===== src/rtl/txq_pkg.sv =====
package txq_pkg;

  localparam int WORD_W  = 32;
  localparam int LEN_W   = 12;
  localparam int IDX_W   = 15;
  localparam int NCOLL_W = 5;
  localparam int ERR_W   = 5;

  // control word field positions (decoded by the engine)
  localparam int C_EOF   = 31;
  localparam int C_IDX_L = 16;
  localparam int C_ABORT = 15;

  typedef enum logic [2:0] {
    ST_IDLE,
    ST_FETCH_BUF,
    ST_FETCH_CTL,
    ST_SEND,
    ST_WAIT_DONE,
    ST_POST
  } txq_state_e;

  typedef struct packed {
    logic aborted;
    logic no_carrier;
    logic late_coll;
    logic underrun;
    logic excess_coll;
  } txq_err_t;

  function automatic logic [WORD_W-1:0] txq_status_word(
    input logic               ok,
    input txq_err_t           e,
    input logic [NCOLL_W-1:0] ncoll,
    input logic [IDX_W-1:0]   idx
  );
    logic [WORD_W-1:0] w;
    w        = '0;
    w[31]    = 1'b1;
    w[30]    = ok;
    w[29]    = e.aborted;
    w[28]    = e.no_carrier;
    w[26]    = e.late_coll;
    w[25]    = e.underrun;
    w[24]    = e.excess_coll;
    w[20:16] = ncoll;
    w[14:0]  = idx;
    return w;
  endfunction

endpackage


===== src/rtl/txq_credit.sv =====
module txq_credit #(
  parameter int MAX = 8,
  parameter int CW  = $clog2(MAX + 1)
) (
  input  logic          clk,
  input  logic          rst_n,
  input  logic          enq,
  input  logic          take,
  output logic [CW-1:0] cnt,
  output logic          has_work
);

  localparam logic [CW-1:0] CAP = CW'(MAX);

  always_ff @(posedge clk) begin
    if (!rst_n) begin
      cnt <= '0;
    end else if (enq && !take) begin
      if (cnt != CAP) cnt <= cnt + 1'b1;
    end else if (take && !enq) begin
      cnt <= cnt - 1'b1;
    end
  end

  assign has_work = (cnt != '0);

  a_r8_never_above_ring: assert property (@(posedge clk) disable iff (!rst_n)
    cnt <= CAP);

  a_r8_take_needs_credit: assert property (@(posedge clk) disable iff (!rst_n)
    take |-> has_work);

  a_r8_full_ignores_enq: assert property (@(posedge clk) disable iff (!rst_n)
    (enq && !take && cnt == CAP) |=> cnt == CAP);

endmodule


===== src/rtl/txq_ring_ptr.sv =====
module txq_ring_ptr #(
  parameter int AW   = 32,
  parameter int STEP = 8
) (
  input  logic          clk,
  input  logic          rst_n,
  input  logic [AW-1:0] base,
  input  logic [AW-1:0] blen,
  input  logic          adv,
  output logic [AW-1:0] addr
);

  localparam logic [AW-1:0] STEP_V = AW'(STEP);

  logic [AW-1:0] off;

  function automatic logic [AW-1:0] wrap_next(input logic [AW-1:0] o,
                                               input logic [AW-1:0] l);
    logic [AW-1:0] n;
    n = o + STEP_V;
    return (n >= l) ? '0 : n;
  endfunction

  always_ff @(posedge clk) begin
    if (!rst_n)   off <= '0;
    else if (adv) off <= wrap_next(off, blen);
  end

  assign addr = base + off;

  a_r7_offset_stays_in_ring: assert property (@(posedge clk) disable iff (!rst_n)
    (adv && blen >= STEP_V && $stable(blen)) |=> off < blen);

  a_r7_idle_pointer_still: assert property (@(posedge clk) disable iff (!rst_n)
    !adv |=> off == $past(off));

endmodule


===== src/rtl/txq_irq.sv =====
module txq_irq (
  input  logic clk,
  input  logic rst_n,
  input  logic set,
  input  logic clr,
  input  logic ie,
  input  logic ge,
  output logic stat,
  output logic irq
);

  always_ff @(posedge clk) begin
    if (!rst_n)   stat <= 1'b0;
    else if (set) stat <= 1'b1;
    else if (clr) stat <= 1'b0;
  end

  assign irq = stat & ie & ge;

  a_r9_set_raises: assert property (@(posedge clk) disable iff (!rst_n)
    set |=> stat);

  a_r9_clear_drops: assert property (@(posedge clk) disable iff (!rst_n)
    (clr && !set) |=> !stat);

endmodule


===== src/rtl/tx_queue_engine.sv =====
module tx_queue_engine #(
  parameter int AW           = 32,
  parameter int RING_ENTRIES = 8,
  parameter int DESC_BYTES   = 8,
  parameter int STAT_BYTES   = 4
) (
  input  logic          clk,
  input  logic          rst_n,
  input  logic          bm_tx_en,
  input  logic          tx_en,
  input  logic          int_en,
  input  logic          glob_int_en,
  input  logic [AW-1:0] desc_base,
  input  logic [AW-1:0] desc_blen,
  input  logic [AW-1:0] stat_base,
  input  logic [AW-1:0] stat_blen,
  input  logic          enq_pulse,
  input  logic          int_clr,
  output logic          rd_req,
  output logic [AW-1:0] rd_addr,
  input  logic          rd_valid,
  input  logic [31:0]   rd_data,
  output logic          snd_valid,
  input  logic          snd_ready,
  output logic [31:0]   snd_addr,
  output logic [11:0]   snd_len,
  output logic [14:0]   snd_idx,
  output logic          snd_eof,
  input  logic          done_valid,
  input  logic          done_ok,
  input  logic [4:0]    done_ncoll,
  input  logic [4:0]    done_err,
  output logic          wr_req,
  output logic [AW-1:0] wr_addr,
  output logic [31:0]   wr_data,
  input  logic          wr_ack,
  output logic          int_stat,
  output logic          tx_irq
);
  import txq_pkg::*;

  localparam int CW = $clog2(RING_ENTRIES + 1);
  localparam logic [AW-1:0] CTL_OFS = AW'(DESC_BYTES / 2);

  txq_state_e        state, state_n;
  logic [WORD_W-1:0] buf_q, ctl_q, status_q;
  logic [AW-1:0]     desc_addr, stat_addr;
  logic [CW-1:0]     credit;
  logic              has_credit;

  // named events, shared by the datapath and the assertions
  logic engine_go, buf_fetched, ctl_fetched, ctl_abort, offer_taken;
  logic report_in, frame_posted;

  assign engine_go    = (state == ST_IDLE) && has_credit && bm_tx_en && tx_en;
  assign buf_fetched  = (state == ST_FETCH_BUF) && rd_valid;
  assign ctl_fetched  = (state == ST_FETCH_CTL) && rd_valid;
  assign ctl_abort    = rd_data[C_ABORT];
  assign offer_taken  = (state == ST_SEND) && snd_ready;
  assign report_in    = (state == ST_WAIT_DONE) && done_valid;
  assign frame_posted = (state == ST_POST) && wr_ack;

  always_comb begin
    state_n = state;
    unique case (state)
      ST_IDLE:      if (engine_go)    state_n = ST_FETCH_BUF;
      ST_FETCH_BUF: if (buf_fetched)  state_n = ST_FETCH_CTL;
      ST_FETCH_CTL: if (ctl_fetched)  state_n = ctl_abort ? ST_POST : ST_SEND;
      ST_SEND:      if (offer_taken)  state_n = ST_WAIT_DONE;
      ST_WAIT_DONE: if (report_in)    state_n = ST_POST;
      ST_POST:      if (frame_posted) state_n = ST_IDLE;
      default:                        state_n = ST_IDLE;
    endcase
  end

  always_ff @(posedge clk) begin
    if (!rst_n) begin
      state    <= ST_IDLE;
      buf_q    <= '0;
      ctl_q    <= '0;
      status_q <= '0;
    end else begin
      state <= state_n;
      if (buf_fetched) buf_q <= rd_data;
      if (ctl_fetched) begin
        ctl_q <= rd_data;
        if (ctl_abort)
          status_q <= txq_status_word(1'b0, txq_err_t'(5'b10000), '0,
                                      rd_data[C_IDX_L +: IDX_W]);
      end
      if (report_in)
        status_q <= txq_status_word(done_ok, txq_err_t'(done_err), done_ncoll,
                                    ctl_q[C_IDX_L +: IDX_W]);
    end
  end

  txq_credit #(.MAX(RING_ENTRIES), .CW(CW)) u_credit (
    .clk(clk), .rst_n(rst_n), .enq(enq_pulse), .take(frame_posted),
    .cnt(credit), .has_work(has_credit)
  );

  txq_ring_ptr #(.AW(AW), .STEP(DESC_BYTES)) u_desc_ptr (
    .clk(clk), .rst_n(rst_n), .base(desc_base), .blen(desc_blen),
    .adv(ctl_fetched), .addr(desc_addr)
  );

  txq_ring_ptr #(.AW(AW), .STEP(STAT_BYTES)) u_stat_ptr (
    .clk(clk), .rst_n(rst_n), .base(stat_base), .blen(stat_blen),
    .adv(frame_posted), .addr(stat_addr)
  );

  txq_irq u_irq (
    .clk(clk), .rst_n(rst_n), .set(frame_posted), .clr(int_clr),
    .ie(int_en), .ge(glob_int_en), .stat(int_stat), .irq(tx_irq)
  );

  assign rd_req    = (state == ST_FETCH_BUF) || (state == ST_FETCH_CTL);
  assign rd_addr   = (state == ST_FETCH_CTL) ? desc_addr + CTL_OFS : desc_addr;
  assign snd_valid = (state == ST_SEND);
  assign snd_addr  = buf_q;
  assign snd_len   = ctl_q[LEN_W-1:0];
  assign snd_idx   = ctl_q[C_IDX_L +: IDX_W];
  assign snd_eof   = ctl_q[C_EOF];
  assign wr_req    = (state == ST_POST);
  assign wr_addr   = stat_addr;
  assign wr_data   = status_q;

  a_r2_fetch_has_credit: assert property (@(posedge clk) disable iff (!rst_n)
    rd_req |-> has_credit);

  a_r2_start_needs_enables: assert property (@(posedge clk) disable iff (!rst_n)
    (state == ST_IDLE && !(bm_tx_en && tx_en)) |=> !rd_req);

  a_r3_offer_held: assert property (@(posedge clk) disable iff (!rst_n)
    (snd_valid && !snd_ready) |=> snd_valid && $stable(snd_addr) && $stable(snd_len)
                                  && $stable(snd_idx));

  a_r4_abort_never_offered: assert property (@(posedge clk) disable iff (!rst_n)
    snd_valid |-> !ctl_q[C_ABORT]);

  a_r5_processed_flag: assert property (@(posedge clk) disable iff (!rst_n)
    wr_req |-> wr_data[31]);

  a_r6_status_in_ring: assert property (@(posedge clk) disable iff (!rst_n)
    (wr_req && stat_blen != '0) |-> (wr_addr - stat_base) < stat_blen);

  a_r9_status_after_post: assert property (@(posedge clk) disable iff (!rst_n)
    $rose(int_stat) |-> $past(wr_req && wr_ack));

endmodule


===== config.mk =====
export PLATFORM = sky130hd
export DESIGN_NAME = tx_queue_engine
export DESIGN_NICKNAME = d
export VERILOG_FILES = /design/src/rtl/txq_pkg.sv /design/src/rtl/txq_credit.sv /design/src/rtl/txq_ring_ptr.sv /design/src/rtl/txq_irq.sv /design/src/rtl/tx_queue_engine.sv
export SDC_FILE = /design/constraint.sdc
export NUM_CORES = 1
export LEC_CHECK = 0
export BUFFER_PORTS_ARGS = -buffer_cell sky130_fd_sc_hd__buf_2
export CORE_UTILIZATION = 50
export CTS_CLUSTER_DIAMETER = 60
export DETAILED_ROUTE_END_ITERATION = 8
export HOLD_SLACK_MARGIN = 0.02
export PLACE_DENSITY = 0.84
export SETUP_SLACK_MARGIN = 0.05
export SLEW_MARGIN = 10
export SYNTH_ARGS = -nofsm -noshare
export SYNTH_HDL_FRONTEND = slang
export SYNTH_HIERARCHICAL = 1
export SYNTH_SLANG_ARGS = --single-unit

===== constraint.sdc =====
create_clock -name clk -period 4.3 [get_ports clk]
set_input_delay 0.43 -clock clk [delete_from_list [all_inputs] [get_ports clk]]
set_output_delay 0.43 -clock clk [all_outputs]
set_load 0.05 [all_outputs]

==> flow_summary.rst <==
.. list-table::
   :header-rows: 1

   * - Metric
     - Value
   * - Result of the run
     - finished clean
   * - R2r endpoint
     - u_stat_ptr/off[2]
   * - Number of buffer and inverter instances along the worst setup path
     - 1
   * - Worst setup slack after placement
     - -0.02787 ns
   * - Vertical die dimension
     - about 160 um
   * - Setup repair after global routing missed its margin
     - true
   * - Final clock period utilization by the worst path
     - 95.62%
   * - Maximum buffer depth of the clock tree
     - 2
   * - Peak ir drop on the vdd network
     - 0.0002738 V
   * - Area enclosed by the die boundary
     - 0.02522 sq mm
   * - Cell-by-cell trace of the critical path
     - ha_1 -> a211oi_2 -> o21bai_2 -> o211a_4 -> or2_2 -> a31oi_1 -> xnor2_1 -> nand4_1 -> nor2_4 -> nand4b_1 -> xnor2_1 -> clkbuf_4
   * - Highest-count cells in the layout ignoring fill and taps
     - sky130_fd_sc_hd__buf_2, sky130_fd_sc_hd__nand2_1, sky130_fd_sc_hd__dfxtp_1
   * - Detailed Route WL
     - approximately 35,000 um
   * - Hold-fix buffer count after cts
     - 0
   * - Layout Skew
     - 0.01259 ns
   * - Fin. max-slew vios
     - 0
   * - Net switching power of the design
     - about 1700 uW
   * - Endpoint arrival time on the critical path
     - ~3.7 ns
   * - Sequential fraction of design power
     - a little over a third
   * - Starting utilization of the core area
     - roughly 51%
   * - Via-to-Cell Ratio
     - roughly 5.7
   * - Sequential fraction of the synthesis area
     - around a quarter
   * - Compound-gate portion of the synthesized area
     - roughly a fifth
   * - Signed area change from the synthesized netlist to the final layout
     - 21.85%
   * - Total of flip-flops plus latches after synthesis
     - 154
   * - Crit Path Category
     - reg -> out
   * - Startpoint of the worst setup timing path
     - u_desc_ptr/off[4]
   * - Count of warnings emitted by yosys
     - 6
   * - Number of antenna violations at the first check in global routing
     - 2
   * - Master cell of the clock root buffer
     - sky130_fd_sc_hd__clkbuf_16
   * - Layout cells sized above 1
     - 25.07%
   * - Crit end category
     - output pin
   * - Share of total power in the clock network
     - roughly a third
   * - Die outline width
     - 158.8 um
   * - Placed Area
     - around 0.014 sq mm
   * - Path depth of the worst reg2reg path
     - 13
   * - Category of the worst setup path launch point
     - flop
   * - Distinct cells, synth
     - 95
   * - Total gr overflow
     - 0
   * - TritonCTS clock tree
     - built
   * - Number of buffers inserted during clock tree synthesis
     - 17
   * - Boundary Pins
     - around 340
   * - Worst-case setup margin in the final layout
     - about 0.19 ns
   * - Post-synthesis share of cell area spent on and, or, nand and nor gates
     - about 24%
   * - Cell Pwr Density
     - 290.6 mW/mm^2
   * - Combinational share of power
     - 29.0%
   * - Worst-path fanout max
     - 7
   * - Initial DRT Pass Iterations
     - 5
   * - Reg-to-reg setup timing slack
     - 0.29 ns
   * - # rows
     - 57
   * - Violation count after the first detailed-routing iteration
     - between 600 and 700
   * - Number of instances in the synthesized netlist
     - between 1.5k and 2k
   * - Ys async rst share
     - 0%
   * - # H-tree levels
     - 4
   * - Number of enable-type register cells in the synthesized netlist
     - 0
   * - HPWL reported at the end of detailed placement
     - 27,250 um
   * - Worst-case hold path end point
     - snd_addr[13]
   * - Crit path max-delay cell type
     - sky130_fd_sc_hd__dfxtp_2
   * - Number of hold-slack violations in the final timing report
     - 0
   * - Hold depth
     - 3
   * - Number of sinks driven by the clock tree
     - about 150
   * - Core area
     - approximately 0.024 sq mm
   * - Multiplexer share of the synthesized area
     - roughly 1.5%
   * - Final setup violation count
     - 0
   * - Via count of the first global-routing pass
     - roughly 12k
   * - Static leakage
     - roughly 0.0074 uW
   * - Largest incremental delay on the critical path
     - roughly 0.36 ns
   * - Max-cap violation count
     - 0
   * - Adder-cell share of the synthesized area
     - between 10% and 20%
   * - Via count
     - about 12k
   * - Post-Layout Inst Area
     - around 0.015 sq mm
   * - Transition time at the pin with the least slew margin
     - 1.047 ns
   * - XOR/XNOR share of the synthesized area
     - under 10%
   * - Hold_sp
     - rd_data[13]
   * - Kind of cell adding the most delay to the critical path
     - simple AND/OR/NAND/NOR gates
   * - Most common cell after layout, fill and taps aside
     - sky130_fd_sc_hd__buf_2
   * - Wirelength per Cell
     - between 15 and 20 um
   * - Mean area per synthesized cell
     - about 8 sq um
   * - Flip-flop cell with the highest count after synthesis
     - sky130_fd_sc_hd__dfxtp_1
   * - Critical R2R Launch
     - u_stat_ptr/off[5]
   * - DRT antenna net count
     - 0
   * - Clock-pin slew on the worst setup and hold paths
     - ~0.070 ns
   * - Shortest clock period the worst path allows after layout
     - ~4.1 ns
   * - Class of the tightest hold or removal check
     - in -> reg
   * - Cell-internal power
     - about 2700 uW
   * - Req. time, crit path
     - between 3 and 4 ns
   * - Wire length of the first global-routing pass
     - 56,480 um
   * - F_max
     - 243.2 MHz
   * - Post-route DRC
     - 0
   * - Area of the mapped netlist
     - approximately 0.012 sq mm
   * - Pwr Total
     - 4353 uW
   * - Normalized max-slew margin
     - between 20 and 30%
   * - Post-Route Hold Slack
     - approximately 0.26 ns
   * - Last weighted congestion value of the routability-driven placer
     - about 0.95
   * - Global-route usage over all layers
     - a little over a quarter
   * - Number of input and output port buffers inserted
     - 330
   * - Worst-Skew Late Latency
     - ~0.42 ns
   * - Post-layout nets
     - 2,152
   * - Most common cell type on the critical path
     - sky130_fd_sc_hd__xnor2_1
   * - Switching part of the total
     - around 39%
   * - Dominant combinational cell family by area after synthesis
     - simple AND/OR/NAND/NOR gates
   * - Maximum number of pins on one net before global-route repair
     - 99
## cell type report
cell class	count	area [sq um]
Timing Repair Buffer	362	1929
Tap cell	324	405.4
Clock buffer	17	425.4
Inverter	87	326.6
Multi-Input combinational cell	1224	8630
Fill cell	2163	9269
Clock inverter	15	168.9
Sequential cell	154	3087
Antenna cell	3	7.507
## tightest hold or removal path, stage by stage
cell and delay [ns]:
sky130_fd_sc_hd__buf_2 0.09, sky130_fd_sc_hd__nand2_1 0.04, sky130_fd_sc_hd__a21boi_0 0.06
## metal layers
metal	vias to the layer above	part of all wire [%]	wire (um)	global-route usage, %
met5	-	0.037	13	0
met4	2	3.5	1219	12.49
met3	91	6.4	2262	4.467
met2	473	49	17110	47.43
met1	5757	41	14480	32.01
li1	6075	-	-	-
## cells by family after synthesis
logic type,count (synthesis)
xor+xnor,132
compound gates,360
buf+inv,160
mux,18
other cells,1
flops,154
fa+ha+maj,123
simple gates,586
## power by group through the flow
stage               clock [uW]  sequential (uW)  combinational [uW]
detailed placement           0             1620                1250
global placement             0             1620                1230
CTS                       1530             1590                1260
global route              1600             1610                1350
finish                    1500             1590                1260
floorplan                    0             1860                 678
## flip-flops by register name (all words and copies together) (netlist names)
| name | flops |
|---|---|
| wr_data | 27 |
| u_irq/stat | 1 |
| u_desc_ptr/off | 29 |
| ctl_q | 28 |
| snd_addr | 32 |
| u_credit/cnt | 4 |
| u_stat_ptr/off | 30 |
| state | 3 |
## worst max path at each step
stage	endpoint	slack, ns	depth (start not counted)
finish	rd_addr[29]	0.19	12
global route	rd_addr[23]	-0.02	12
CTS	rd_addr[29]	0.06	13
detailed placement	rd_addr[23]	-0.03	14
global placement	rd_addr[23]	0.18	14
floorplan	rd_addr[25]	0.08	12
## synthesized netlist by cell type, types with 4 or more instances
master                     number  area (sq um)
sky130_fd_sc_hd__nor2_1        54         202.7
sky130_fd_sc_hd__clkbuf_1      39         146.4
sky130_fd_sc_hd__or2_2         10         62.56
sky130_fd_sc_hd__a21boi_1       4         30.03
sky130_fd_sc_hd__a22oi_1       11         82.58
sky130_fd_sc_hd__nand2_1      243         912.1
sky130_fd_sc_hd__and2_1        15         93.84
sky130_fd_sc_hd__nor3b_1        6         45.04
sky130_fd_sc_hd__nor4_1         6         37.54
sky130_fd_sc_hd__o211a_1       15         150.1
sky130_fd_sc_hd__a211o_1        5         43.79
sky130_fd_sc_hd__and3_1        27         168.9
sky130_fd_sc_hd__and4_1         9         78.83
sky130_fd_sc_hd__dfxtp_1      154          3083
sky130_fd_sc_hd__nand3_2        4         40.04
sky130_fd_sc_hd__o21ai_0       40         200.2
sky130_fd_sc_hd__o21a_1        12         90.09
sky130_fd_sc_hd__a31oi_1       10         62.56
sky130_fd_sc_hd__nand3_1       58         290.3
sky130_fd_sc_hd__buf_4         12         90.09
sky130_fd_sc_hd__mux2i_1       18         180.2
sky130_fd_sc_hd__a211oi_1       8         60.06
sky130_fd_sc_hd__a21boi_0      68         510.5
sky130_fd_sc_hd__nand2b_1      15         93.84
sky130_fd_sc_hd__o21ai_1        6         30.03
sky130_fd_sc_hd__a32o_1        16         160.2
sky130_fd_sc_hd__ha_1         123          1539
sky130_fd_sc_hd__a21o_1        37         277.8
sky130_fd_sc_hd__a21oi_1       72         360.4
sky130_fd_sc_hd__o21bai_1       4         30.03
sky130_fd_sc_hd__inv_1         87         326.6
sky130_fd_sc_hd__xnor2_1       98         858.3
sky130_fd_sc_hd__buf_2         17         85.08
sky130_fd_sc_hd__nand3b_1      20         150.1
sky130_fd_sc_hd__xor2_1        34         297.8
sky130_fd_sc_hd__nor2b_1       21         131.4
sky130_fd_sc_hd__nor3_1        26         130.1
sky130_fd_sc_hd__nand4_1       42         262.8
sky130_fd_sc_hd__o211ai_1       8         60.06
## metrics by stage
stage | cells | setup TNS [ns] | util (%)
after global routing | 2184 | -0.04436 | 61.75
after global placement | 2148 | 0 | 58.76
final | 2186 | 0 | 61.78
after floorplan | 1538 | 0 | -
after detailed placement | 2148 | -0.04592 | 58.76
after CTS | 2182 | 0 | 61.39
## repair_timing
item / 4_1_cts / 5_1_grt
buffers inserted: 2 / 1
gates resized for setup: 10 / 21
endpoints found under the hold margin: 0 / 0
pin swaps: 2 / 2
endpoints found under the setup margin: 18 / 26
Power figures use the tool's default switching activity.
